## config.mk

```make
export PLATFORM = sky130hd
export DESIGN_NAME = pci_csr_core
export DESIGN_NICKNAME = d
export VERILOG_FILES = /design/src/rtl/pci_csr_pkg.sv /design/src/rtl/pci_csr_sticky_bit.sv /design/src/rtl/pci_csr_evt_qual.sv /design/src/rtl/pci_csr_serr_drv.sv /design/src/rtl/pci_csr_core.sv
export SDC_FILE = /design/constraint.sdc
export NUM_CORES = 1
export LEC_CHECK = 0
export BUFFER_PORTS_ARGS = -buffer_cell sky130_fd_sc_hd__clkbuf_2
export CORE_MARGIN = 4
export CORE_UTILIZATION = 30
export CTS_CLUSTER_DIAMETER = 120
export DETAILED_ROUTE_END_ITERATION = 7
export PLACE_DENSITY = 0.93
export SYNTH_ARGS = -nofsm -noshare
export SYNTH_HDL_FRONTEND = slang
export SYNTH_SLANG_ARGS = --single-unit
```

## constraint.sdc

```tcl
create_clock -name clk -period 1.35 [get_ports clk]
set_input_delay 0.27 -clock clk [delete_from_list [all_inputs] [get_ports clk]]
set_output_delay 0.27 -clock clk [all_outputs]
set_load 0.02 [all_outputs]
```

## src/rtl/pci_csr_pkg.sv

```systemverilog
package pci_csr_pkg;
  localparam int CSR_W = 32;

  // implemented bit positions
  localparam int BIT_SERR_EN    = 8;
  localparam int BIT_FBB_CAP    = 23;
  localparam int BIT_PAR_RPT    = 24;
  localparam int BIT_DEVSEL_LO  = 25;
  localparam int BIT_DEVSEL_HI  = 26;
  localparam int BIT_TABT_SIG   = 27;
  localparam int BIT_TABT_RCV   = 28;
  localparam int BIT_SYSERR_SIG = 30;

  localparam logic [1:0] DEVSEL_MEDIUM = 2'b01;

  // sticky write-one-to-clear flags
  localparam int N_STICKY = 4;
  localparam int IDX_PAR_RPT    = 0;
  localparam int IDX_TABT_SIG   = 1;
  localparam int IDX_TABT_RCV   = 2;
  localparam int IDX_SYSERR_SIG = 3;

  function automatic int sticky_pos(input int idx);
    case (idx)
      IDX_PAR_RPT:  return BIT_PAR_RPT;
      IDX_TABT_SIG: return BIT_TABT_SIG;
      IDX_TABT_RCV: return BIT_TABT_RCV;
      default:      return BIT_SYSERR_SIG;
    endcase
  endfunction

  // constant part of the word
  function automatic logic [CSR_W-1:0] fixed_word();
    logic [CSR_W-1:0] w;
    w = '0;
    w[BIT_FBB_CAP] = 1'b1;
    w[BIT_DEVSEL_HI:BIT_DEVSEL_LO] = DEVSEL_MEDIUM;
    return w;
  endfunction

  // bits the host write port acts on
  function automatic logic [CSR_W-1:0] write_mask();
    logic [CSR_W-1:0] w;
    w = '0;
    w[BIT_SERR_EN] = 1'b1;
    for (int i = 0; i < N_STICKY; i++) w[sticky_pos(i)] = 1'b1;
    return w;
  endfunction

  typedef struct packed {
    logic addr_perr;
    logic mst_dperr;
    logic perr_seen;
    logic tabt_issued;
    logic tabt_rcvd;
  } bus_evt_t;
endpackage

```

## src/rtl/pci_csr_sticky_bit.sv

```systemverilog
module pci_csr_sticky_bit (
  input  logic clk,
  input  logic rst_n,
  input  logic set_i,
  input  logic clr_i,
  output logic q_o
);
  // set has priority so that an event is never lost
  always_ff @(posedge clk) begin
    if (!rst_n) q_o <= 1'b0;
    else if (set_i) q_o <= 1'b1;
    else if (clr_i) q_o <= 1'b0;
  end
endmodule

```

## src/rtl/pci_csr_evt_qual.sv

```systemverilog
module pci_csr_evt_qual
  import pci_csr_pkg::*;
(
  input  logic                clk,
  input  logic                rst_n,
  input  logic                pci_mode,
  input  logic                serr_en,
  input  logic                serr_busy,
  input  logic                perr_resp_en,
  input  bus_evt_t            evt,
  input  logic                force_serr,
  input  logic                agent_active,
  output logic [N_STICKY-1:0] set_vec,
  output logic                serr_trig,
  output logic                serr_fire
);
  logic force_lvl, force_lvl_q, force_edge;

  assign force_lvl  = force_serr & agent_active;
  assign force_edge = force_lvl & ~force_lvl_q;

  always_ff @(posedge clk) begin
    if (!rst_n) force_lvl_q <= 1'b0;
    else        force_lvl_q <= force_lvl;
  end

  always_comb begin
    serr_trig = pci_mode & serr_en & (evt.addr_perr | force_edge);
    set_vec = '0;
    set_vec[IDX_PAR_RPT]    = pci_mode & (evt.mst_dperr | (evt.perr_seen & perr_resp_en));
    set_vec[IDX_TABT_SIG]   = pci_mode & evt.tabt_issued;
    set_vec[IDX_TABT_RCV]   = pci_mode & evt.tabt_rcvd;
    set_vec[IDX_SYSERR_SIG] = serr_trig;
    // a trigger during an active pulse is merged into it
    serr_fire = serr_trig & ~serr_busy;
  end
endmodule

```

## src/rtl/pci_csr_serr_drv.sv

```systemverilog
module pci_csr_serr_drv (
  input  logic clk,
  input  logic rst_n,
  input  logic fire_i,
  output logic busy_o,
  output logic serr_oe_o,
  output logic serr_n_o
);
  logic oe_q;

  always_ff @(posedge clk) begin
    if (!rst_n) oe_q <= 1'b0;
    else        oe_q <= fire_i;
  end

  assign busy_o    = oe_q;
  assign serr_oe_o = oe_q;
  assign serr_n_o  = ~oe_q;
endmodule

```

## src/rtl/pci_csr_core.sv

```systemverilog
module pci_csr_core
  import pci_csr_pkg::*;
(
  input  logic             clk,
  input  logic             rst_n,
  input  logic             pci_mode,
  input  logic             wr_en,
  input  logic [CSR_W-1:0] wr_data,
  output logic [CSR_W-1:0] rd_data,
  input  logic             perr_resp_en,
  input  logic             ev_addr_perr,
  input  logic             ev_mst_dperr,
  input  logic             ev_perr_seen,
  input  logic             ev_tabt_issued,
  input  logic             ev_tabt_rcvd,
  input  logic             force_serr,
  input  logic             agent_active,
  output logic             serr_n,
  output logic             serr_oe
);
  localparam logic [CSR_W-1:0] FIXED_W = fixed_word();
  localparam logic [CSR_W-1:0] WMASK   = write_mask();

  logic                serr_en_q;
  logic [N_STICKY-1:0] set_vec, clr_vec, sticky_q;
  logic                serr_trig, serr_fire, serr_busy;
  bus_evt_t            evt;

  logic unused_wr_bits;
  assign unused_wr_bits = ^(wr_data & ~WMASK) ^ serr_trig;

  assign evt = '{addr_perr:   ev_addr_perr,
                 mst_dperr:   ev_mst_dperr,
                 perr_seen:   ev_perr_seen,
                 tabt_issued: ev_tabt_issued,
                 tabt_rcvd:   ev_tabt_rcvd};

  // system-error enable, plain read/write
  always_ff @(posedge clk) begin
    if (!rst_n)     serr_en_q <= 1'b0;
    else if (wr_en) serr_en_q <= wr_data[BIT_SERR_EN];
  end

  pci_csr_evt_qual u_qual (
    .clk          (clk),
    .rst_n        (rst_n),
    .pci_mode     (pci_mode),
    .serr_en      (serr_en_q),
    .serr_busy    (serr_busy),
    .perr_resp_en (perr_resp_en),
    .evt          (evt),
    .force_serr   (force_serr),
    .agent_active (agent_active),
    .set_vec      (set_vec),
    .serr_trig    (serr_trig),
    .serr_fire    (serr_fire)
  );

  for (genvar g = 0; g < N_STICKY; g++) begin : g_sticky
    localparam int POS = sticky_pos(g);
    assign clr_vec[g] = wr_en & wr_data[POS];
    pci_csr_sticky_bit u_bit (
      .clk   (clk),
      .rst_n (rst_n),
      .set_i (set_vec[g]),
      .clr_i (clr_vec[g]),
      .q_o   (sticky_q[g])
    );
  end

  pci_csr_serr_drv u_serr (
    .clk       (clk),
    .rst_n     (rst_n),
    .fire_i    (serr_fire),
    .busy_o    (serr_busy),
    .serr_oe_o (serr_oe),
    .serr_n_o  (serr_n)
  );

  always_comb begin
    rd_data = FIXED_W;
    rd_data[BIT_SERR_EN] = serr_en_q;
    for (int i = 0; i < N_STICKY; i++) rd_data[sticky_pos(i)] = sticky_q[i];
  end
endmodule

```

* After elaboration in Yosys (flattened, before gate mapping)
Cells that the tools add are included.
Widths: inputs -> output; s select.
** Storage, ports and cells
- Output and inout bits :: 34
- Word-level logic and storage cells :: 36
- Register bits :: 7
- Input port bits :: 44
** Cells by class
- Reduce and logical (&&, ||, !) cells :: 4
- Muxes and demuxes :: 8
- Bitwise gates (word level) :: 17
** Operator list (number)
- $and 1x1->1 :: 13
- $mux 1 :: 8
- $reduce_bool 2->1 :: 4
- $not 1->1 :: 2
- $or 1x1->1 :: 2

* Logic depth before layout (Yosys ltp)
Gate-level depths: netlist (run 1).
- Word-level depth :: 5
- Gate-level depth with buffers :: 3
- Gate-level depth less buffers :: 3

* Hierarchy
A second synthesis (run 1) with hierarchy kept.
** Second synthesis, totals
- Cell total of the unflattened synthesis :: 65
- Area total of the unflattened synthesis :: 590.6 sq um
** By module, submodules not included
- pci_csr_core :: area an instance 284.0 sq um, times used 1, cells an instance 37, sequential area each 20.0 sq um
- pci_csr_sticky_bit :: area an instance 41.3 sq um, times used 4, cells an instance 3, sequential area each 20.0 sq um
- pci_csr_evt_qual :: area an instance 103.8 sq um, times used 1, cells an instance 12, sequential area each 20.0 sq um
- pci_csr_serr_drv :: area an instance 37.5 sq um, times used 1, cells an instance 4, sequential area each 20.0 sq um

* Least setup slack after synthesis (run 1)
Ideal clock, no wire load.
- Path type :: register to output
- Start :: reg u_serr.oe_q (netlist: u_serr.busy_o)
- End :: out serr_n
- Path buffers :: 0
- Slack :: 472 ps
- Arrival :: 608 ps
- Stages on the path, launching flop included :: 2
- Required time :: 1080 ps
- Cell sequence :: dfxtp_1 -> inv_1
** On the way
- Word-level cells in the longest chain between the ends :: 1
** RTL lines
- start: declaration :: RTL line pci_csr_serr_drv.sv:9 : logic oe_q;
- start signal: assignment :: RTL line pci_csr_serr_drv.sv:13 : else oe_q <= fire_i;
- $not 1->1 :: RTL line pci_csr_serr_drv.sv:18 : assign serr_n_o = ~oe_q;
- end: declaration :: RTL line pci_csr_core.sv:18 : output logic serr_n,
Every way passes these cells.

* Worst setup path in the final report (run 1)
Same ends and word-level chain as after synthesis.

==> metrics.yaml, run 1 <==
pwr:
  powerDensity_mw_per_mm2: 1040
  irDropWorstVdd_v: 0.000260
  leakage_nw: 0.304
global_routing:
  antenna_found_initial: 0
  grt.total_usage: 0.0689
  gr-total-overflow: 0
  grt_pass1_wl_um: 1260
  grt_pass1_vias: 349
  grt_max_degree: 9
run_status:
  status: "finished clean"
route:
  wl_met1_um: 280
  vias: 364
  wl_per_cell_um: 9.45
  postRouteAntennaNets: 0
  vias_per_cell: 3.68
  first_pass_iters: 2
  drt_iter0_drc: 3
  wl_um: 936
  drc: 0
  top_layer: "met3"
  met2_length_um: 510
  met3_length_um: 146
finish:
  num-nets-final: 128
  diodes: 0
  layout-drive-gt1-share: 0.361
  fin_area_um2: 533
  n_fill_cell: 181
  area_growth_pct: 3.15
die:
  die-height_um: 49.5
  initial_core_util: 0.331
  coreArea_mm2: 0.00156
  die_area_mm2: 0.00245
  boundaryPins: 78
  rows: 14
  die_w_um: 49.5
synth:
  ys_seq_elements: 7
  synth_cell_types: 16
  ys_seq_area_frac: 0.271
  synth_compound_area_frac: 0.0702
  yosys.area.top_type: "buf_4"
  ys.flop_type: "dfxtp_1"
  yosys_warnings: 0
  yosysMostFrequentCell: "buf_4"
  synth_top_area_share: 0.465
  yosys-top-cells-area: "buf_4, dfxtp_1, nand2_1, nor2b_1, a22oi_1"
  synthMuxAreaShare: 0.0194
  synthArstFlopShare: 0
  netlist_area_um2: 517
  synth_edf_count: 0
  synth.avg_cell_area_um2: 8.20
  synthTopCellsByCount: "buf_4, dfxtp_1, nand2_1"
  yosys.area_share.simple: 0.145
  synth_top_family_by_area: "buffers and inverters"
  synth_adder_area_share: 0
  synthCells: 63
  synth_xor_area_frac: 0
setup_path:
  cp_data_required_time_ns: 1.08
  max_stage_delay_ns: 0.36
  slowest_stage: "dfxtp_1"
  end_kind: "primary output"
  crit_type: "reg -> out"
  cp.arrival_ns: 0.80
  startpoint_type: "register"
  crit_fanout: 3
  crit_chain: "inv_1 > clkbuf_2"
clock_network:
  cts-buffers-inserted: 3
  h-tree-depth: 1
  cts.clk_slew.worst_paths_ns: 0.05
  cts-resized-gates: 0
  post_cts_buffers: 0
  root_buffer: "clkbuf_4"
  clock_latency_ns: 0.25
  cts.sinks: 7
  cts_hold_buf: 0
  clockBufferDepth: 2
  cts_tree: "yes"
placement:
  portBuffers: 23
  placed_area_um2: 505
  gp_congestion: 0.662
  place_hpwl_um: 814
sta:
  rsz0062_at_grt: "false"
  fmax_ghz: 0.933
  finClkSkew_ns: 0.00542
  hold_viol_final: 0
  drv_slew: 0
  fin_crit_ns: 1.07
  finalSetupViolCount: 0
  fin_tns_setup_ns: 0
  fin_crit_sh: 0.794
hold_path:
  hp-class: "in -> reg"
flow_run:
  maxCapViolations: 0
## per-layer routing
layer / up-vias / global-route usage
met3: 0 / 0.0361
met1: 158 / 0.0497
met4: 0 / 0.0507
li1: 180 / -
met5: - / 0
met2: 26 / 0.132
## stage by stage
stage / util / power (mW) / hold WS [ns] / std cells / setup WS, ns
after global placement: 0.324 / 0.363 / 0.450 / 95 / 0.543
after floorplan: - / 0.396 / 0.398 / 88 / 0.472
final: 0.342 / 0.555 / 0.269 / 99 / 0.279
after CTS: 0.342 / 0.562 / 0.265 / 99 / 0.257
after global routing: 0.342 / 0.588 / 0.276 / 99 / 0.238
after detailed placement: 0.324 / 0.366 / 0.453 / 95 / 0.541
## worst max-delay path: cells and delay by family (launching register included)
kind,cells,cell delay [ns]
buffers and inverters,2,0.20
DFF,1,0.36
## cell usage in the layout, fill, tap and decap left out, types with 2 or more instances in the layout
| cell | netlist | final |
|---|---|---|
| a22oi_1 | 2 | 2 |
| nand3_1 | 2 | 2 |
| clkbuf_2 | 0 | 23 |
| dfxtp_1 | 7 | 7 |
| inv_1 | 2 | 2 |
| nand2_1 | 5 | 5 |
| conb_1 | 2 | 27 |
| nor2b_1 | 3 | 3 |
| clkbuf_4 | 0 | 3 |
## path summary, 6_finish.rpt
check                     start                     to  slack (ns)  depth (start not counted)
max               u_serr.busy_o                 serr_n        0.28                          2
min                ev_addr_perr          u_serr.busy_o        0.27                          3
max reg2reg  u_qual.force_lvl_q  g_sticky[3].u_bit.q_o        0.58                          3
min reg2reg       u_serr.busy_o          u_serr.busy_o        0.46                          1
## layout make-up
cell class                 instances  area, um2  area share
timing repair buffer              23        115       0.216
clock buffer                       3       22.5      0.0423
inverter                           2       7.51      0.0141
clock inverter                     1       5.00     0.00939
sequential                         7        140       0.263
multi-input combinational         47        223       0.418
tap                               16       20.0      0.0376
## registers in the layout, summed over array words and instances, names as in the netlist
| register | flops |
|---|---|
| serr_en_q | 1 |
| u_qual.force_lvl_q | 1 |
| g_sticky.u_bit.q_o | 4 |
| u_serr.busy_o | 1 |
## cells by family (layout without fill, tap and decap cells)
family / Yosys count / after routing
compound gates: 6 / 6
buf+inv: 34 / 29
flops: 7 / 7
mux: 1 / 1
other cells: 2 / 27
simple gates: 13 / 13
## power by group
| group | leakage, nW | switching, mW | internal (mW) |
|---|---|---|---|
| logic | 0.229 | 0.105 | 0.0345 |
| registers | 0.0575 | 0.00583 | 0.217 |
| clock network | 0.0177 | 0.0832 | 0.108 |
| total | 0.304 | 0.194 | 0.360 |
(Power assumes the default switching activity.)
==> inputs of run 2 (changes only) <==
- ABC_AREA: unset -> 1
- CORE_UTILIZATION: 30 -> 29
- PLACE_DENSITY: 0.93 -> 0.9
- clock period: 1.35 -> 1.1 ns (I/O delays scaled with it)
==> run 2 against run 1 <==
Compared with the run above:
- worst hold slack got worse by 0.081 ns
- count of clock-buffer cells in the layout increased by 1
- wire length did not move
- global-route usage up 0.068 points
- combinational power grew 27%
- die area rose by 5.2%
- sequential power increased by 23%
- first-iteration DRC count grew to 2.7 times the previous value
- critical path depth decreased by 1
- area after synthesis grew 2.7%
- clock power increased by 23%
- cell count increased by 20%
==> metrics.yaml, run 2 <==
placement:
  dp_slack_ns: 0.365  # was 0.541 ns
  placed_area_um2: 531  # was 505 um2
  place_hpwl_um: 834  # was 814 um
  gp_congestion: 0.659  # was 0.662
  portBuffers: 23  # unchanged
  dp_cells: 115  # was 95
global_routing:
  grt_pass1_vias: 326  # was 349
  grt_pass1_wl_um: 1280  # was 1260 um
  grt.total_usage: 0.0696  # was 0.0689
  grt_max_degree: 7  # was 9
  gr-total-overflow: 0  # unchanged
  antenna_found_initial: 0  # unchanged
setup_path:
  critPathTopFamily: "flip-flops"  # unchanged
  slowest_stage: "dfxtp_1"  # unchanged
  startpoint_type: "register"  # unchanged
  rr_worst_depth: 4  # was 3
  crit_path_start: "serr_en_q"  # was u_serr.busy_o
  crit_chain: "clkbuf_2"  # was inv_1 > clkbuf_2
  max_stage_delay_ns: 0.35  # was 0.36 ns
  crit_fanout: 3  # unchanged
  reg2reg_slack_ns: 0.41  # was 0.58 ns
  end_kind: "primary output"  # unchanged
  crit_buf_inv: 1  # was 2
  reg2reg_to: "g_sticky[3].u_bit.q_o"  # unchanged
  cp.arrival_ns: 0.78  # was 0.80 ns
  r2r_start: "serr_en_q"  # was u_qual.force_lvl_q
  crit_type: "reg -> out"  # unchanged
  cp_data_required_time_ns: 0.88  # was 1.08 ns
route:
  wl_met1_um: 352  # was 280 um
  wl_per_cell_um: 7.87  # was 9.45 um
  met2_length_um: 398  # was 510 um
  drc: 0  # unchanged
  top_layer: "met3"  # unchanged
  drt_iter0_drc: 8  # was 3
  vias: 406  # was 364
  postRouteAntennaNets: 0  # unchanged
  vias_per_cell: 3.41  # was 3.68
  met3_length_um: 184  # was 146 um
  first_pass_iters: 4  # was 2
  wl_um: 936  # unchanged
finish:
  regMostFlops: "g_sticky.u_bit.q_o"  # unchanged
  layout-drive-gt1-share: 0.309  # was 0.361
  instances_no_fill: 119  # was 99
  final_common_cell: "conb_1"  # unchanged
  mostFrequentLayoutCells: "conb_1, clkbuf_2, nand2_1"  # was conb_1, clkbuf_2, dfxtp_1
  diodes: 0  # unchanged
  n_fill_cell: 211  # was 181
  utilization: 0.322  # was 0.342
  num-nets-final: 139  # was 128
  area_growth_pct: 4.95  # was 3.15%
  largest_reg_flops: 4  # unchanged
  fin_area_um2: 557  # was 533 um2
synth:
  ys.flop_type: "dfxtp_1"  # unchanged
  synth_cell_types: 13  # was 16
  ys_seq_elements: 7  # unchanged
  yosys_warnings: 0  # unchanged
  synthArstFlopShare: 0  # unchanged
  netlist_area_um2: 531  # was 517 um2
  yosysMostFrequentCell: "buf_4"  # unchanged
  synthTopCellsByCount: "buf_4, nand2_1, dfxtp_1"  # was buf_4, dfxtp_1, nand2_1
  synth_edf_count: 0  # unchanged
  yosys.area.top_type: "buf_4"  # unchanged
  synth.avg_cell_area_um2: 7.17  # was 8.20 um2
  synth_top_area_share: 0.453  # was 0.465
  yosys-top-cells-area: "buf_4, dfxtp_1, nand2_1, inv_1, a21oi_1"  # was buf_4, dfxtp_1, nand2_1, nor2b_1, a22oi_1
  ys_seq_area_frac: 0.264  # was 0.271
  synthCells: 74  # was 63
hold_path:
  whs_endpoint: "u_qual.force_lvl_q"  # was u_serr.busy_o
  whs_path_depth: 3  # unchanged
  min_from: "agent_active"  # was ev_addr_perr
  hp-class: "in -> reg"  # unchanged
clock_network:
  root_buffer: "clkbuf_4"  # unchanged
  cts-resized-gates: 0  # unchanged
  clock_latency_ns: 0.25  # about the same
  cts_tree: "yes"  # unchanged
  cts-buffers-inserted: 3  # unchanged
  clockBufferDepth: 2  # unchanged
  cts.clk_slew.worst_paths_ns: 0.05  # about the same
  h-tree-depth: 1  # unchanged
  cts.sinks: 7  # unchanged
  cts_hold_buf: 0  # unchanged
  post_cts_buffers: 0  # unchanged
pwr:
  leakage_nw: 0.333  # was 0.304 nW
  powerDensity_mw_per_mm2: 1240  # was 1040 mW/mm2
  irDropWorstVdd_v: 0.000335  # was 0.000260 V
  power_mw: 0.688  # was 0.555 mW
die:
  boundaryPins: 78  # unchanged
  coreArea_mm2: 0.00173  # was 0.00156 mm2
  rows: 15  # was 14
  die-height_um: 50.8  # was 49.5 um
  die_area_mm2: 0.00258  # was 0.00245 mm2
  die_w_um: 50.8  # was 49.5 um
  initial_core_util: 0.307  # was 0.331
sta:
  finClkSkew_ns: 0.000742  # was 0.00542 ns
  final.setup.worst_slack_ns: 0.100  # was 0.279 ns
  fin_crit_sh: 0.909
  fin_tns_setup_ns: 0  # unchanged
  fin_crit_ns: 1.00
  drv_slew: 0  # unchanged
  fmax_ghz: 1.00
  rsz0062_at_grt: "false"  # unchanged
  finalSetupViolCount: 0  # unchanged
  hold_ws_ns: 0.188  # was 0.269 ns
  hold_viol_final: 0  # unchanged
flow_run:
  maxCapViolations: 0  # unchanged
run_status:
  status: "finished clean"  # unchanged
[run 2: cell types whose count changed after synthesis, sizes merged, moves of 3 or more]
cell	previous run	this run
nand2	5	16
a21oi	1	5
inv	2	6
nor2b	3	0
[run 2: kinds of logic after synthesis]
logic type             count (synthesis)  share of synthesized area
DFF                                    7                      0.264
AOI/OAI and AO/OA                      7                     0.0731
other                                  2                     0.0142
buffers and inverters                 39                      0.502
and+or+nand+nor                       19                      0.146
[run 2: worst max-delay path by stage]
stage	to	slack, ns	depth (start not counted)
after floorplan	u_serr.busy_o	0.29	3
after global placement	serr_n	0.37	2
after detailed placement	rd_data[8]	0.37	1
after CTS	rd_data[8]	0.08	1
after global routing	serr_n	0.03	2
final	rd_data[8]	0.10	1
[run 2: cell type report]
type / instances / area (um2) / area share
Tap cell: 25 / 31.3 / 0.0562
Timing Repair Buffer: 23 / 115 / 0.207
Clock buffer: 4 / 26.3 / 0.0472
Multi-Input combinational cell: 53 / 218 / 0.391
Inverter: 7 / 26.3 / 0.0472
Sequential cell: 7 / 140 / 0.252
[run 2: where the power goes]
group	total, mW	internal (mW)	switching, mW
logic	0.178	0.0425	0.135
registers	0.274	0.267	0.00634
clock network	0.237	0.139	0.0984
[run 2: routing by layer]
metal | up-vias | track usage
li1 | 203 | -
met1 | 162 | 0.0783
met2 | 41 | 0.100
met3 | 0 | 0.0326
met4 | 0 | 0.0538
met5 | - | 0
